### src/rtl/cmdstage_pkg.sv
package cmdstage_pkg;

    typedef enum logic {
        MODE_PASS = 1'b0,
        MODE_PIPE = 1'b1
    } stage_mode_e;

    typedef struct packed {
        logic cke;
        logic ras_n;
        logic cas_n;
        logic we_n;
    } strobe_t;

    localparam strobe_t STROBE_RESET = '{cke: 1'b1, ras_n: 1'b1, cas_n: 1'b1, we_n: 1'b1};

    // A command slot carries no operation if no rank is selected or all strobes are high
    function automatic logic slot_is_idle(input logic no_rank, input strobe_t s);
        return no_rank || (s.ras_n && s.cas_n && s.we_n);
    endfunction

endpackage

### src/rtl/cmd_pipe.sv
module cmd_pipe
    import cmdstage_pkg::*;
#(
    parameter int NUM_CS = 2,
    parameter int BANK_W = 2,
    parameter int ADDR_W = 13
) (
    input  logic              clk,
    input  logic              rst_n,
    input  logic [NUM_CS-1:0] cs_n_i,
    input  strobe_t           strb_i,
    input  logic [BANK_W-1:0] ba_i,
    input  logic [ADDR_W-1:0] addr_i,
    output logic [NUM_CS-1:0] cs_n_o,
    output strobe_t           strb_o,
    output logic [BANK_W-1:0] ba_o,
    output logic [ADDR_W-1:0] addr_o,
    output logic              idle_o
);

    typedef struct packed {
        logic [NUM_CS-1:0] cs_n;
        strobe_t           strb;
        logic [BANK_W-1:0] ba;
        logic [ADDR_W-1:0] addr;
    } cmd_slot_t;

    localparam cmd_slot_t SLOT_RESET = '{
        cs_n: {NUM_CS{1'b1}},
        strb: STROBE_RESET,
        ba:   '0,
        addr: '0
    };

    cmd_slot_t slot_d, slot_q;

    always_comb begin
        slot_d      = slot_q;
        slot_d.cs_n = cs_n_i;
        slot_d.strb = strb_i;
        slot_d.ba   = ba_i;
        slot_d.addr = addr_i;
    end

    always_ff @(posedge clk or negedge rst_n) begin
        if (!rst_n) slot_q <= SLOT_RESET;
        else        slot_q <= slot_d;
    end

    assign cs_n_o = slot_q.cs_n;
    assign strb_o = slot_q.strb;
    assign ba_o   = slot_q.ba;
    assign addr_o = slot_q.addr;
    assign idle_o = slot_is_idle(&slot_q.cs_n, slot_q.strb);


    reset_nop_chk: assert property (@(posedge clk) disable iff (!rst_n)
        $rose(rst_n) |-> (&cs_n_o && strb_o == STROBE_RESET && ba_o == '0 && addr_o == '0));

endmodule

### src/rtl/wdata_align.sv
module wdata_align
    import cmdstage_pkg::*;
#(
    parameter int DATA_W = 16,
    parameter int LANE_W = 8
) (
    input  logic              clk,
    input  logic              rst_n,
    input  stage_mode_e       mode_i,
    input  logic [DATA_W-1:0] wdata_i,
    input  logic [DATA_W/LANE_W-1:0] wmask_i,
    output logic [DATA_W-1:0] wdata_o,
    output logic [DATA_W/LANE_W-1:0] wmask_o
);

    localparam int LANES = DATA_W / LANE_W;

    for (genvar g = 0; g < LANES; g++) begin : g_lane
        typedef struct packed {
            logic [LANE_W-1:0] data;
            logic              mask;
        } lane_t;

        lane_t lane_d, lane_q;

        always_comb begin
            lane_d      = lane_q;
            lane_d.data = wdata_i[g*LANE_W +: LANE_W];
            lane_d.mask = wmask_i[g];
        end

        always_ff @(posedge clk or negedge rst_n) begin
            if (!rst_n) lane_q <= '{data: '0, mask: 1'b1};
            else        lane_q <= lane_d;
        end

        always_comb begin
            if (mode_i == MODE_PIPE) begin
                wdata_o[g*LANE_W +: LANE_W] = lane_q.data;
                wmask_o[g]                  = lane_q.mask;
            end else begin
                wdata_o[g*LANE_W +: LANE_W] = wdata_i[g*LANE_W +: LANE_W];
                wmask_o[g]                  = wmask_i[g];
            end
        end
    end

endmodule

### src/rtl/mode_ctrl.sv
module mode_ctrl
    import cmdstage_pkg::*;
#(
    parameter int CL_W = 3
) (
    input  logic          clk,
    input  logic          rst_n,
    input  logic          mode_req_i,
    input  logic          in_idle_i,
    input  logic          pipe_idle_i,
    input  logic [CL_W-1:0] mem_cl_i,
    output stage_mode_e   mode_o,
    output logic [CL_W:0] host_cl_o
);

    typedef struct packed {
        stage_mode_e mode;
        logic        warm;
    } ctrl_t;

    ctrl_t ctrl_d, ctrl_q;
    stage_mode_e req_mode;

    always_comb begin
        req_mode    = mode_req_i ? MODE_PIPE : MODE_PASS;
        ctrl_d      = ctrl_q;
        ctrl_d.warm = 1'b1;
        if (req_mode != ctrl_q.mode && in_idle_i && pipe_idle_i) begin
            ctrl_d.mode = req_mode;
        end
    end

    always_ff @(posedge clk or negedge rst_n) begin
        if (!rst_n) ctrl_q <= '{mode: MODE_PIPE, warm: 1'b0};
        else        ctrl_q <= ctrl_d;
    end

    assign mode_o    = ctrl_q.mode;
    assign host_cl_o = {1'b0, mem_cl_i} + {{CL_W{1'b0}}, (ctrl_q.mode == MODE_PIPE)};


    switch_idle_chk: assert property (@(posedge clk) disable iff (!rst_n)
        (ctrl_q.warm && mode_o != $past(mode_o)) |-> $past(in_idle_i && pipe_idle_i));

endmodule

### src/rtl/cmd_stage.sv
module cmd_stage
    import cmdstage_pkg::*;
#(
    parameter int NUM_CS = 2,
    parameter int BANK_W = 2,
    parameter int ADDR_W = 13,
    parameter int DATA_W = 16,
    parameter int CL_W   = 3
) (
    input  logic                clk,
    input  logic                rst_n,
    input  logic                mode_req,
    input  logic [CL_W-1:0]     mem_cl,
    input  logic [NUM_CS-1:0]   h_cs_n,
    input  logic                h_ras_n,
    input  logic                h_cas_n,
    input  logic                h_we_n,
    input  logic                h_cke,
    input  logic [BANK_W-1:0]   h_ba,
    input  logic [ADDR_W-1:0]   h_addr,
    input  logic [DATA_W-1:0]   h_wdata,
    input  logic [DATA_W/8-1:0] h_wmask,
    output logic [NUM_CS-1:0]   m_cs_n,
    output logic                m_ras_n,
    output logic                m_cas_n,
    output logic                m_we_n,
    output logic                m_cke,
    output logic [BANK_W-1:0]   m_ba,
    output logic [ADDR_W-1:0]   m_addr,
    output logic [DATA_W-1:0]   m_wdata,
    output logic [DATA_W/8-1:0] m_wmask,
    output logic [CL_W:0]       host_cl
);

    localparam int LANE_W = 8;
    localparam int LANES  = DATA_W / LANE_W;

    strobe_t             h_strb, p_strb;
    logic [NUM_CS-1:0]   p_cs_n;
    logic [BANK_W-1:0]   p_ba;
    logic [ADDR_W-1:0]   p_addr;
    logic                p_idle, h_idle;
    stage_mode_e         mode;
    logic                warm_q;

    assign h_strb = '{cke: h_cke, ras_n: h_ras_n, cas_n: h_cas_n, we_n: h_we_n};
    assign h_idle = slot_is_idle(&h_cs_n, h_strb);

    cmd_pipe #(
        .NUM_CS (NUM_CS),
        .BANK_W (BANK_W),
        .ADDR_W (ADDR_W)
    ) u_pipe (
        .clk    (clk),
        .rst_n  (rst_n),
        .cs_n_i (h_cs_n),
        .strb_i (h_strb),
        .ba_i   (h_ba),
        .addr_i (h_addr),
        .cs_n_o (p_cs_n),
        .strb_o (p_strb),
        .ba_o   (p_ba),
        .addr_o (p_addr),
        .idle_o (p_idle)
    );

    mode_ctrl #(
        .CL_W (CL_W)
    ) u_mode (
        .clk         (clk),
        .rst_n       (rst_n),
        .mode_req_i  (mode_req),
        .in_idle_i   (h_idle),
        .pipe_idle_i (p_idle),
        .mem_cl_i    (mem_cl),
        .mode_o      (mode),
        .host_cl_o   (host_cl)
    );

    wdata_align #(
        .DATA_W (DATA_W),
        .LANE_W (LANE_W)
    ) u_wdata (
        .clk     (clk),
        .rst_n   (rst_n),
        .mode_i  (mode),
        .wdata_i (h_wdata),
        .wmask_i (h_wmask[LANES-1:0]),
        .wdata_o (m_wdata),
        .wmask_o (m_wmask[LANES-1:0])
    );

    always_comb begin
        if (mode == MODE_PIPE) begin
            m_cs_n  = p_cs_n;
            m_ras_n = p_strb.ras_n;
            m_cas_n = p_strb.cas_n;
            m_we_n  = p_strb.we_n;
            m_cke   = p_strb.cke;
            m_ba    = p_ba;
            m_addr  = p_addr;
        end else begin
            m_cs_n  = h_cs_n;
            m_ras_n = h_ras_n;
            m_cas_n = h_cas_n;
            m_we_n  = h_we_n;
            m_cke   = h_cke;
            m_ba    = h_ba;
            m_addr  = h_addr;
        end
    end

    always_ff @(posedge clk or negedge rst_n) begin
        if (!rst_n) warm_q <= 1'b0;
        else        warm_q <= 1'b1;
    end


    pass_through_chk: assert property (@(posedge clk) disable iff (!rst_n)
        (mode == MODE_PASS) |->
        ({m_cs_n, m_ras_n, m_cas_n, m_we_n, m_cke, m_ba, m_addr, m_wdata, m_wmask} ==
         {h_cs_n, h_ras_n, h_cas_n, h_we_n, h_cke, h_ba, h_addr, h_wdata, h_wmask}));


    pipe_delay_chk: assert property (@(posedge clk) disable iff (!rst_n)
        (warm_q && mode == MODE_PIPE && $past(mode) == MODE_PIPE) |->
        ({m_cs_n, m_ras_n, m_cas_n, m_we_n, m_cke, m_ba, m_addr} ==
         $past({h_cs_n, h_ras_n, h_cas_n, h_we_n, h_cke, h_ba, h_addr})));


    wdata_delay_chk: assert property (@(posedge clk) disable iff (!rst_n)
        (warm_q && mode == MODE_PIPE && $past(mode) == MODE_PIPE) |->
        ({m_wdata, m_wmask} == $past({h_wdata, h_wmask})));


    host_cl_chk: assert property (@(posedge clk) disable iff (!rst_n)
        (mode == MODE_PIPE) |-> (host_cl == {1'b0, mem_cl} + 1'b1));

endmodule

### config.mk
export PLATFORM = sky130hd
export DESIGN_NAME = cmd_stage
export DESIGN_NICKNAME = d
export VERILOG_FILES = /design/src/rtl/cmdstage_pkg.sv /design/src/rtl/cmd_pipe.sv /design/src/rtl/wdata_align.sv /design/src/rtl/mode_ctrl.sv /design/src/rtl/cmd_stage.sv
export SDC_FILE = /design/constraint.sdc
export NUM_CORES = 1
export LEC_CHECK = 0
export ABC_AREA = 0
export BUFFER_PORTS_ARGS = -buffer_cell sky130_fd_sc_hd__buf_2
export CORE_MARGIN = 10
export CORE_UTILIZATION = 43
export DETAILED_ROUTE_END_ITERATION = 12
export GPL_TIMING_DRIVEN = 0
export PLACE_DENSITY = 0.75
export SLEW_MARGIN = 20
export SYNTH_ARGS = -nofsm -noshare
export SYNTH_HDL_FRONTEND = slang
export SYNTH_SLANG_ARGS = --single-unit
export TNS_END_PERCENT = 5
### constraint.sdc
create_clock -name clk -period 2.05 [get_ports clk]
set_input_delay 0.615 -clock clk [delete_from_list [all_inputs] [get_ports clk]]
set_output_delay 0.615 -clock clk [all_outputs]
set_load 0.01 [all_outputs]
* Word-level counts from Yosys, hierarchy flattened *
Index checks and enable logic that the tools add are counted.

word-level totals
  bits in registers = 40
  input port bits = 45
  output and inout port bits = 43
  logic and storage cells = 36

cells by class
  $add $sub $neg = 1
  eq/ne operators = 1
  multiplexer cells = 12
  reduce and logical (&&, ||, !) cells = 10

operators by type and width
  cell                                    count
  8-bit 2-to-1 mux                        2
  13-bit 2-to-1 mux                       1
  1-bit 2-to-1 mux                        7
  1-bit logical AND                       6
  3-bit by 1-bit adder with 4-bit output  1
  2-bit 2-to-1 mux                        2
  2-bit AND reduction                     2
  1-bit logical OR                        2
  1-bit != test                           1

* Logic depth before layout (Yosys ltp) *
  depth in word-level cells = 5
  depth in mapped cells = 3
  mapped depth without buffers = 3

* Hierarchy *
Synthesis repeated with hierarchy kept, for this count alone.

second synthesis, totals
  cell total of the unflattened synthesis = 91
  area total of the unflattened synthesis = 1696.6 um^2

by module, submodules not included
  module       instances  cells each  area each (um^2)  sequential area each (um^2)
  wdata_align  1          38          724.4             452.9
  cmd_pipe     1          22          543.0             533.0
  cmd_stage    1          24          344.1             0.0
  mode_ctrl    1          7           85.1              26.3

* Worst setup path after synthesis *
No wires, ideal clock.

  kind = input-to-output
  from = input mem_cl[0]
  to = output host_cl[2]
  arrival = 1219 ps
  data required time = 1435 ps
  setup slack = 216 ps
  cell stages on the path = 3
  buffers on the path = 0
  cells stage by stage = ha_1 -> ha_1 -> xor2_1

on the way
  cells in the longest elaborated chain, start to end = 1

RTL lines
  item                                    line             source
  start: declaration                      cmd_stage.sv:13  input logic [CL_W-1:0] mem_cl,
  3-bit by 1-bit adder with 4-bit output  mode_ctrl.sv:39  assign host_cl_o = {1'b0, mem_cl_i} + {{CL_W{1'b0}}, (ctrl_q.mode == MODE_PIPE)};
  end: declaration                        cmd_stage.sv:32  output logic [CL_W:0] host_cl

Every way passes these cells.

* Worst setup path in the final report *
  from = register u_mode.ctrl_q, in the netlist u_mode.mode_o
  to = output m_we_n

on the way
  cells in the longest elaborated chain, start to end = 1

RTL lines
  item                      line             source
  start: declaration        mode_ctrl.sv:21  ctrl_t ctrl_d, ctrl_q;
  start signal: assignment  mode_ctrl.sv:34  if (!rst_n) ctrl_q <= '{mode: MODE_PIPE, warm: 1'b0};
  start signal: assignment  mode_ctrl.sv:35  else ctrl_q <= ctrl_d;
  1-bit 2-to-1 mux          cmd_stage.sv:94  if (mode == MODE_PIPE) begin
  end: declaration          cmd_stage.sv:26  output logic m_we_n,

Every way passes these cells.

==> impl_metrics.ini <==
[timing]
fmax_mhz = 461
period_needed_ns = 2.17
fin_ws_ns = -0.117
period_share = 1.06
slew_headroom = 0.428
rsz0062_at_grt = true
tightest_slew_ns = 0.858
drv_slew = 0
skew_ns = 0.00335
setup_viol = 41
hold_viol = 0

[run_status]
status = finished, violations left
violations = setup timing

[floorplanning]
die_h_um = 80.5
fp.dieW_um = 80.5
start_util = 0.457
core_um2 = 3440
rows = 21
die_area_um2 = 6480
ios = 88

[hold_path]
hold_path.class = in -> async

[yosys]
netlist_area_um2 = 1570
synth.distinct_cells = 10
yosysWarnings = 0
avgSynthCellArea_um2 = 17.3
syn_inst = 91
ys_ff_latch = 40
ys_seq_area_frac = 0.644
synthesis.nets = 138

[power_and_ir_drop]
peakVddDrop_v = 0.000591
leakage_nw = 1.29
powerDensity_nw_per_um2 = 907
total_power_mw = 2.32

[clock_network]
clkLatencyLatePin_ns = 0.29
htreeDepth = 2
cts.clk_slew.worst_paths_ns = 0.08
clk_path_buf_depth = 2
clock_sinks = 40
cts_tree = done
cts_hold_buffers = 0
cts_buffers = 5
clockRootBuffer = clkbuf_8

[detailed_routing]
drtIter0Drc = 58
routed_wl_um = 4580
drt-pass1-iter-count = 4
wl_per_cell_um = 19.2
ant_nets = 0
via_count = 1169
viasPerCell = 4.91
drc_errors = 0

[critical_path]
worst-r2r-cell-count = 3
crit_fanout = 5
r2r-start = u_pipe.strb_o[0]$_DFF_PN1_
cp.required_ns = 1.43
path_class = reg -> out
r2r_slack_ns = 0.89
r2r-end = u_mode.mode_o$_DFFE_PN1P_
cp-start-kind = flop
cp.arrival_ns = 1.55
worst_setup_path_end_kind = output pin

[final_layout]
final_cell_mix = buf_2, buf_6, mux2_4, dfrtp_1
syn_to_final_growth_pct = 62.8
drive_gt1_frac = 0.813
instances_no_fill = 238
final_common_cell = buf_2
fill_cells = 227
num-nets-final = 238
multiInputGateArea_um2 = 653
fin_area_um2 = 2560
ff_latch_area_um2 = 1010
n_antenna_cell = 0

[grt]
grt_pass1_vias = 1322
grt_pass1_wl_um = 6910
grt_max_degree = 41
grt-ovfl-total = 0
track_usage = 0.137
antenna_found_initial = 0

[job]
maxCapViolations = 0

[placement]
place_area_um2 = 2070
port-buffer-count = 87
routabilityCongestion = 0.792
dp_cells = 224
place_hpwl_um = 3130
[through the flow]
| step | setup slack, ns | hold WS, ns | TNS, ns | util |
|---|---|---|---|---|
| after floorplan | 0.216 | 0.319 | 0 | - |
| after global routing | -0.183 | 0.412 | -6.49 | 0.744 |
| after CTS | -0.136 | 0.422 | -4.84 | 0.734 |
| final | -0.117 | 0.428 | -4.14 | 0.744 |
| after detailed placement | 0.0136 | 0.734 | 0 | 0.600 |
| after global placement | 0.0525 | 0.731 | 0 | 0.600 |
[flip-flops by register name, indices dropped and copies added (netlist names)]
signal / flops
u_wdata.g_lane.lane_q: 18
u_pipe.addr_o: 13
u_pipe.strb_o: 4
u_pipe.ba_o: 2
u_pipe.cs_n_o: 2
u_mode.mode_o: 1
[worst max-delay path: stages, from the launching register on]
cell,delay (ns)
dfstp_2,0.58
buf_6,0.13
buf_8,0.12
mux2_4,0.31
buf_6,0.12
[Yosys cell counts (all sizes together)]
cell type	count	area [um^2]
ha	2	25.0
buf	4	45.0
mux2	40	454
xor2	1	8.76
a32oi	2	17.5
and3	1	6.26
dfrtp	31	776
dfstp	9	236
nor2	1	3.75
[power by group]
group / internal [mW] / switching [mW] / total [mW] / leakage, nW
logic: 0.583 / 0.367 / 0.950 / 0.790
registers: 0.843 / 0.0216 / 0.864 / 0.456
clock network: 0.237 / 0.270 / 0.507 / 0.0479
total: 1.66 / 0.659 / 2.32 / 1.29
[worst max path at each step]
stage | end | from | depth (start not counted) | slack (ns)
finish | m_we_n | u_mode.mode_o$_DFFE_PN1P_ | 4 | -0.12
floorplan | host_cl[2] | mem_cl[0] | 3 | 0.22
global route | m_wdata[12] | u_mode.mode_o$_DFFE_PN1P_ | 3 | -0.18
CTS | m_cke | u_mode.mode_o$_DFFE_PN1P_ | 4 | -0.14
detailed placement | host_cl[2] | mem_cl[0] | 5 | 0.01
global placement | host_cl[2] | mem_cl[0] | 5 | 0.05
[cells by family (layout without fill, tap and decap cells)]
family | count (synthesis) | after routing | share of synthesized area
xor+xnor | 1 | 1 | 0.00557
compound gates | 2 | 2 | 0.0111
flops | 40 | 40 | 0.644
fa+ha+maj | 2 | 2 | 0.0159
buf+inv | 4 | 105 | 0.0286
mux | 40 | 40 | 0.289
simple gates | 2 | 2 | 0.00636
[per-layer routing]
layer | track usage | vias to the layer above | routed length [um]
li1 | - | 519 | -
met1 | 0.163 | 573 | 1810
met2 | 0.211 | 70 | 2180
met3 | 0.0657 | 7 | 534
met4 | 0.0475 | 0 | 61
met5 | 0 | - | 0
[layout make-up]
type                            instances  area share
Sequential cell                        40       0.395
Timing Repair Buffer                   94       0.277
Multi-Input combinational cell         47       0.255
Clock buffer                            5      0.0269
Tap cell                               46      0.0225
Buffer                                  3      0.0161
Clock inverter                          3     0.00733
[what timing repair did]
action / CTS / global route
gates cloned: 3 / 0
endpoints found under the setup margin: 41 / 42
pin swaps: 1 / 1
buffers inserted: 4 / 0
resized for setup: 70 / 9
Note: power is estimated with default switching activity, not from simulation.
